File: config.mk
export PLATFORM = sky130hd
export DESIGN_NAME = burst_addr_seq
export DESIGN_NICKNAME = d
export VERILOG_FILES = /design/src/rtl/bseq_pkg.sv /design/src/rtl/bseq_lane_dec.sv /design/src/rtl/bseq_burst_next.sv /design/src/rtl/burst_addr_seq.sv
export SDC_FILE = /design/constraint.sdc
export NUM_CORES = 1
export LEC_CHECK = 0
export BUFFER_PORTS_ARGS = -buffer_cell sky130_fd_sc_hd__buf_2
export CORE_ASPECT_RATIO = 1.75
export CORE_UTILIZATION = 51
export DETAILED_ROUTE_END_ITERATION = 7
export MAX_ROUTING_LAYER = met4
export PLACE_DENSITY = 0.93
export SYNTH_ARGS = -nofsm -noshare
export SYNTH_HDL_FRONTEND = slang
export SYNTH_HIERARCHICAL = 1
export SYNTH_SLANG_ARGS = --single-unit
File: constraint.sdc
create_clock -name clk -period 3.72 [get_ports clk]
set_clock_uncertainty 0.15 [all_clocks]
set_input_delay 0.744 -clock clk [delete_from_list [all_inputs] [get_ports clk]]
set_output_delay 0.744 -clock clk [all_outputs]
set_load 0.05 [all_outputs]
File: src/rtl/bseq_pkg.sv
package bseq_pkg;

    typedef enum logic [2:0] {
        CMD_WAIT,
        CMD_ADV,
        CMD_PLOAD,
        CMD_CLOAD,
        CMD_DESEL
    } bseq_cmd_e;

endpackage

File: src/rtl/bseq_lane_dec.sv
module bseq_lane_dec #(
    parameter int LANES = 2
) (
    input  logic             bwe_n,
    input  logic [LANES-1:0] lane_we_n,
    input  logic             gw_n,
    output logic [LANES-1:0] lane_wr
);

    for (genvar g = 0; g < LANES; g++) begin : g_lane
        assign lane_wr[g] = !gw_n || (!bwe_n && !lane_we_n[g]);
    end

endmodule

File: src/rtl/bseq_burst_next.sv
module bseq_burst_next #(
    parameter int CNT_W = 2
) (
    input  logic [CNT_W-1:0] start,
    input  logic [CNT_W-1:0] beat,
    input  logic [CNT_W-1:0] cur,
    input  logic             interleave,
    output logic [CNT_W-1:0] nxt_beat,
    output logic [CNT_W-1:0] nxt_low
);

    always_comb begin
        nxt_beat = beat + 1'b1;
        if (interleave) begin
            nxt_low = start ^ nxt_beat;
        end else begin
            nxt_low = cur + 1'b1;
        end
    end

endmodule

File: src/rtl/burst_addr_seq.sv
module burst_addr_seq
    import bseq_pkg::*;
#(
    parameter int ADDR_W = 18
) (
    input  logic              clk,
    input  logic              rst_n,
    input  logic [ADDR_W-1:0] addr_i,
    input  logic              pstrobe_n,
    input  logic              cstrobe_n,
    input  logic              adv_n,
    input  logic              ce_n,
    input  logic              ce2,
    input  logic              ce3_n,
    input  logic              mode_i,
    input  logic              bwe_n,
    input  logic              lo_we_n,
    input  logic              hi_we_n,
    input  logic              gw_n,
    output logic [ADDR_W-1:0] addr_o,
    output logic              sel_o,
    output logic              wr_lo_o,
    output logic              wr_hi_o
);

    localparam int CNT_W = 2;
    localparam int HI_W  = ADDR_W - CNT_W;
    localparam int LANES = 2;

    typedef struct packed {
        logic [HI_W-1:0]  hi;
        logic [CNT_W-1:0] low;
        logic [CNT_W-1:0] start;
        logic [CNT_W-1:0] beat;
        logic             sel;
        logic [LANES-1:0] wr;
    } seq_st_t;

    seq_st_t    st_d, st_q;
    bseq_cmd_e  cmd;
    logic       chip_on;
    logic [LANES-1:0] lane_wr;
    logic [CNT_W-1:0] nxt_beat, nxt_low;

    bseq_lane_dec #(.LANES(LANES)) i_dec (
        .bwe_n     (bwe_n),
        .lane_we_n ({hi_we_n, lo_we_n}),
        .gw_n      (gw_n),
        .lane_wr   (lane_wr)
    );

    bseq_burst_next #(.CNT_W(CNT_W)) i_next (
        .start      (st_q.start),
        .beat       (st_q.beat),
        .cur        (st_q.low),
        .interleave (mode_i),
        .nxt_beat   (nxt_beat),
        .nxt_low    (nxt_low)
    );

    always_comb begin
        chip_on = !ce_n && ce2 && !ce3_n;
        if (!pstrobe_n) begin
            cmd = chip_on ? CMD_PLOAD : CMD_DESEL;
        end else if (!cstrobe_n) begin
            cmd = chip_on ? CMD_CLOAD : CMD_DESEL;
        end else if (!adv_n) begin
            cmd = CMD_ADV;
        end else begin
            cmd = CMD_WAIT;
        end

        st_d    = st_q;
        st_d.wr = '0;
        unique case (cmd)
            CMD_PLOAD, CMD_CLOAD: begin
                st_d.hi    = addr_i[ADDR_W-1:CNT_W];
                st_d.low   = addr_i[CNT_W-1:0];
                st_d.start = addr_i[CNT_W-1:0];
                st_d.beat  = '0;
                st_d.sel   = 1'b1;
                if (cmd == CMD_CLOAD) begin
                    st_d.wr = lane_wr;
                end
            end
            CMD_DESEL: begin
                st_d.sel = 1'b0;
            end
            CMD_ADV: begin
                st_d.low  = nxt_low;
                st_d.beat = nxt_beat;
                st_d.wr   = st_q.sel ? lane_wr : '0;
            end
            default: begin
            end
        endcase
    end

    always_ff @(posedge clk or negedge rst_n) begin
        if (!rst_n) begin
            st_q <= '0;
        end else begin
            st_q <= st_d;
        end
    end

    assign addr_o  = {st_q.hi, st_q.low};
    assign sel_o   = st_q.sel;
    assign wr_lo_o = st_q.wr[0];
    assign wr_hi_o = st_q.wr[1];

endmodule

Yosys cells after proc, flatten, opt, wreduce, memory -nomap -nowiden. Index checks and enable logic that the tools add are counted.

Logic and storage cells: 40. Input port bits: 31. Output and inout port bits: 21. Register bits after elaboration: 25.

Reduce and logical (&&, ||, !) cells: 15. Add/sub/neg operators: 2. Equal/unequal tests: 4. Bitwise logic cells: 1. Muxes and demuxes: 12.

Operators by type and width (count): 2-to-1 mux 3 bit (4); one-hot mux 2 bit (2 select lines) (3); equality test 3 x 2 -> 1 bit, second input constant (2); logical NOT 1 bit (6); 2-to-1 mux 2 bit (3); adder 2 x 1 -> 2 bit, second input constant (2); logical AND 1 bit (4); nonzero test 2 bit (2); equality test 3 x 1 -> 1 bit, second input constant (1); equality test 3 bit, second input constant (1); logical OR 1 bit (2); one-hot mux 1 bit (2 select lines) (1); OR reduction 2 bit (1); XOR 2 bit (1); 2-to-1 mux 1 bit (1).

Depth between registers and ports, before layout.
Depth after elaboration: 9. Depth in mapped cells: 4.

Hierarchy. The synthesis kept the hierarchy.

By module, submodules not included: burst_addr_seq (area each 1204.9 µm², cells each 87, times used 1, seq. area each 625.6 µm²); bseq_burst_next (area each 72.6 µm², cells each 7, times used 1, seq. area each 0.0 µm²); bseq_lane_dec (area each 10.0 µm², cells each 2, times used 1, seq. area each 0.0 µm²).

Least setup slack after synthesis. Ideal clock, no wire load.

Path kind: input-to-reg. Start: input ce_n. End: register st_q, in the netlist addr_o[10]. Buffers on the path: 1. Slack: 1.845 ns. Data arrival time: 1.599 ns. Required time: 3.445 ns. Stages: 4. Cell sequence: nor3b_4 > and2_4 > buf_12 > mux2_4.

Word-level cells in the longest chain between the ends: 8. Elaborated cells between the ends (all ways): 10.

Ends and longest elaborated chain: start: declaration (RTL line burst_addr_seq.sv:12) `input logic ce_n,`; logical NOT 1 bit (*) (RTL line burst_addr_seq.sv:62) `chip_on = !ce_n && ce2 && !ce3_n;`; logical AND 1 bit (*) (2 in series) (RTL line burst_addr_seq.sv:62); 2-to-1 mux 3 bit (RTL line burst_addr_seq.sv:66) `cmd = chip_on ? CMD_CLOAD : CMD_DESEL;`; 2-to-1 mux 3 bit (RTL line burst_addr_seq.sv:65) `end else if (!cstrobe_n) begin`; 2-to-1 mux 3 bit (*) (RTL line burst_addr_seq.sv:63) `if (!pstrobe_n) begin`; equality test 3 x 2 -> 1 bit (RTL line burst_addr_seq.sv:75) `unique case (cmd)`; OR reduction 2 bit (*) (RTL line burst_addr_seq.sv:75); end signal: assignment (RTL line burst_addr_seq.sv:103) `st_q <= st_d;`; end: declaration (RTL line burst_addr_seq.sv:39) `seq_st_t st_d, st_q;`.

Mark *: on every way between the ends. The rest lies on a longest branch, timed or not. A chain may end at the register's enable or synchronous reset.

Worst setup path after layout.
Start: input ce_n. End: register st_q, in the netlist addr_o[15].

Same word-level chain as after synthesis.

==> results_dict.tcl <==
set metrics [dict create \
    post_syn_nets 127 \
    critical_path_class "in -> reg" \
    ys_types 22 \
    detail_route.drc_violations 0 \
    setup.worst_path.end_class "flip-flop" \
    clk_root_buf "sky130_fd_sc_hd__clkbuf_8" \
    worstSetupStartpoint "ce_n" \
    dr.first_iter.drc_count 10 \
    synth_top_cells_by_area "sky130_fd_sc_hd__dfrtp_1, sky130_fd_sc_hd__mux2_4, sky130_fd_sc_hd__buf_4" \
    syn-mean-instance-area_um2 13.4 \
    clk-insertion-delay-late_ps 260 \
    final_hold_viol_count 0 \
    pwr-share-clk 0.173 \
    ff2ff_path_depth 4 \
    worst_slew_pin_slew_ps 537 \
    netsw_mw 0.342 \
    cts_tree "done" \
    worstPathMaxFanout 20 \
    cts.htree.levels 1 \
    timing.setup.tns_ps 0 \
    maxCapViolCount 0 \
    r2r_start "st_q[3]$_DFFE_PN0P_" \
    num_cts_buffers 3 \
    critical-path-slowest-cell "sky130_fd_sc_hd__and2_4" \
    share_comb_of_total_power 0.408 \
    power_density_nw_per_um2 602 \
    cp_data_required_time_ps 3710 \
    post_synth_inst_count 96 \
    slew_headroom 0.642 \
    crit_path_max_incr_delay_ps 410 \
    antenna_cells 0 \
    clk_path_buf_depth 2 \
    internal_dissipation_mw 0.530 \
    top_level_ports 52 \
    area_of_the_mapped_netlist_um2 1290 \
    detailedPlacementHpwl_um 1720 \
    groute.usage.overall 0.182 \
    flow.area_growth_from_synthesis_pct 12.5 \
    crit-reg2reg-capture "addr_o[1]$_DFFE_PN0P_" \
    routability_congestion 0.644 \
    core_region_area_um2 2330 \
    max_clock_freq_mhz 535 \
    final.period_utilization 0.503 \
    synth_top_area_cell "sky130_fd_sc_hd__dfrtp_1" \
    commonest_non_fill_non_tap_cell_in_the_layout "sky130_fd_sc_hd__buf_2" \
    grt_remaining_overflow 0 \
    fin_hold_ws_ps 305 \
    cts-resized-gates 0 \
    first_pass_grt_wire_length_um 3320 \
    drt-wirelength-per-cell_um 14.2 \
    synth.yosys.warnings 6 \
    rsz_0062_raised_after_global_routing "no" \
    type_of_origin_of_the_critical_path "primary input" \
    drtAntennaViolNets 0 \
    synth-seq-area-share 0.486 \
    static-leakage-power_nw 0.762 \
    timing.final.crit_period_ps 1870 \
    clk_pin_slew_worst_paths_ps 80 \
    cp-endpoint "addr_o[15]$_DFFE_PN0P_" \
    chip_height_um 68.5 \
    share_seq_of_total_power 0.419 \
    post_cts_buffers 0 \
    vdd.ir_drop.worst_mv 0.307 \
    ys_ff_latch 25 \
    regToRegSetupSlack_ps 2230 \
    drt-vias-per-instance 5.17 \
    route.final.wire_length_um 2210 \
    slew_viol_final 0 \
    die_w_um 40.0 \
    floorplan.die_area_um2 2740 \
    cts_num_sinks 25 \
    final-setup-viol-count 0 \
    post-synth-top-area-fraction 0.486 \
    maximum_number_of_pins_on_one_net_before_global_route_repair 26 \
    route.vias.total 806 \
    worst_ep_arrival_time_ps 1860 \
    switching_share 0.392 \
    layout_common_cells "sky130_fd_sc_hd__buf_2, sky130_fd_sc_hd__dfrtp_1, sky130_fd_sc_hd__mux2_4, sky130_fd_sc_hd__nand2_1, sky130_fd_sc_hd__o21ai_0" \
    critical_path.cell_chain "buf_2 > nor3b_4 > and2_4 > mux2_4" \
    floorplan.initialDensity 0.552 \
    postCtsHoldBufs 0 \
    detailedRoute.firstPassIterationCount 2 \
    rows 23 \
    number_of_buffer_cells_added_on_primary_ports 51 \
    grt_pass1_vias 794 \
    fraction_of_layout_cells_with_a_size_suffix_above_1 0.565 \
    hold_wc_path_type "in -> async" \
    grt_antenna_before_repair 0 \
    status "finished clean" \
    final_nets 163 \
]
[layer usage]
layer  track usage  vias to the layer above  wire, um
met3        0.0195                        2        81
li1              -                      378         -
met4        0.0776                        0        19
met1         0.175                      405       838
met5             -                        -         0
met2         0.339                       21      1270
[cell usage after synthesis (all sizes together)]
library cell	instances
xnor2	1
mux2	18
buf	20
xor2	2
nand3b	1
a32o	1
and3b	1
inv	2
nand2	9
mux2i	2
and2	3
o21ai	6
a32oi	2
xnor3	1
dfrtp	25
nor3b	1
nand3	1
[area by class of cell]
type | instances | area [um2]
multi-input combinational | 49 | 484
inverter | 2 | 7.51
tap | 25 | 31.3
timing repair buffer | 51 | 255
clock buffer | 4 | 45.0
fill | 185 | 882
sequential | 25 | 626
[cell families (layout without fill, tap and decap cells)]
logic type / after synthesis / count (layout) / synth area share
DFF: 25 / 25 / 0.486
xor gates and xnor gates: 4 / 4 / 0.0379
muxes: 20 / 20 / 0.220
and+or+nand+nor: 16 / 16 / 0.0739
AOI/OAI and AO/OA: 9 / 9 / 0.0447
buffers and inverters: 22 / 57 / 0.138
[how the worst min path moves through the flow]
stage / start / slack [ps] / to
floorplan: rst_n / 300 / addr_o[0]$_DFFE_PN0P_
finish: rst_n / 310 / addr_o[4]$_DFFE_PN0P_
global route: rst_n / 360 / addr_o[9]$_DFFE_PN0P_
CTS: rst_n / 330 / addr_o[4]$_DFFE_PN0P_
detailed placement: addr_o[10]$_DFFE_PN0P_ / 340 / addr_o[10]$_DFFE_PN0P_
global placement: addr_o[7]$_DFFE_PN0P_ / 340 / addr_o[7]$_DFFE_PN0P_
[per-stage QoR]
| step | cells | power, mW | area, um2 | setup slack [ps] | utilization |
|---|---|---|---|---|---|
| floorplan | 96 | 0.705 | 1290 | 1850 | - |
| global placement | 152 | 0.716 | 1400 | 1600 | 0.602 |
| detailed placement | 152 | 0.728 | 1400 | 1570 | 0.602 |
| CTS | 156 | 0.883 | 1450 | 1850 | 0.622 |
| global route | 156 | 0.914 | 1450 | 1810 | 0.622 |
| finish | 156 | 0.873 | 1450 | 1850 | 0.622 |
[registers in the layout, summed over array words and instances (netlist names)]
signal and flops:
st_q 4, sel_o 1, wr_lo_o 1, wr_hi_o 1, addr_o 18
[power by group through the flow]
stage / logic, mW / registers (mW) / clock network [mW]
2_1_floorplan: 0.341 / 0.365 / 0
3_3_place_gp: 0.349 / 0.367 / 0
3_5_place_dp: 0.357 / 0.371 / 0
4_1_cts: 0.359 / 0.366 / 0.159
5_1_grt: 0.376 / 0.371 / 0.167
6_report: 0.356 / 0.366 / 0.151
[critical path, delay by kind of cell]
kind	cells	cell delay, ps
simple gates	2	670
mux	1	340
buf+inv	1	110
Note: power is estimated with default switching activity, not from simulation.
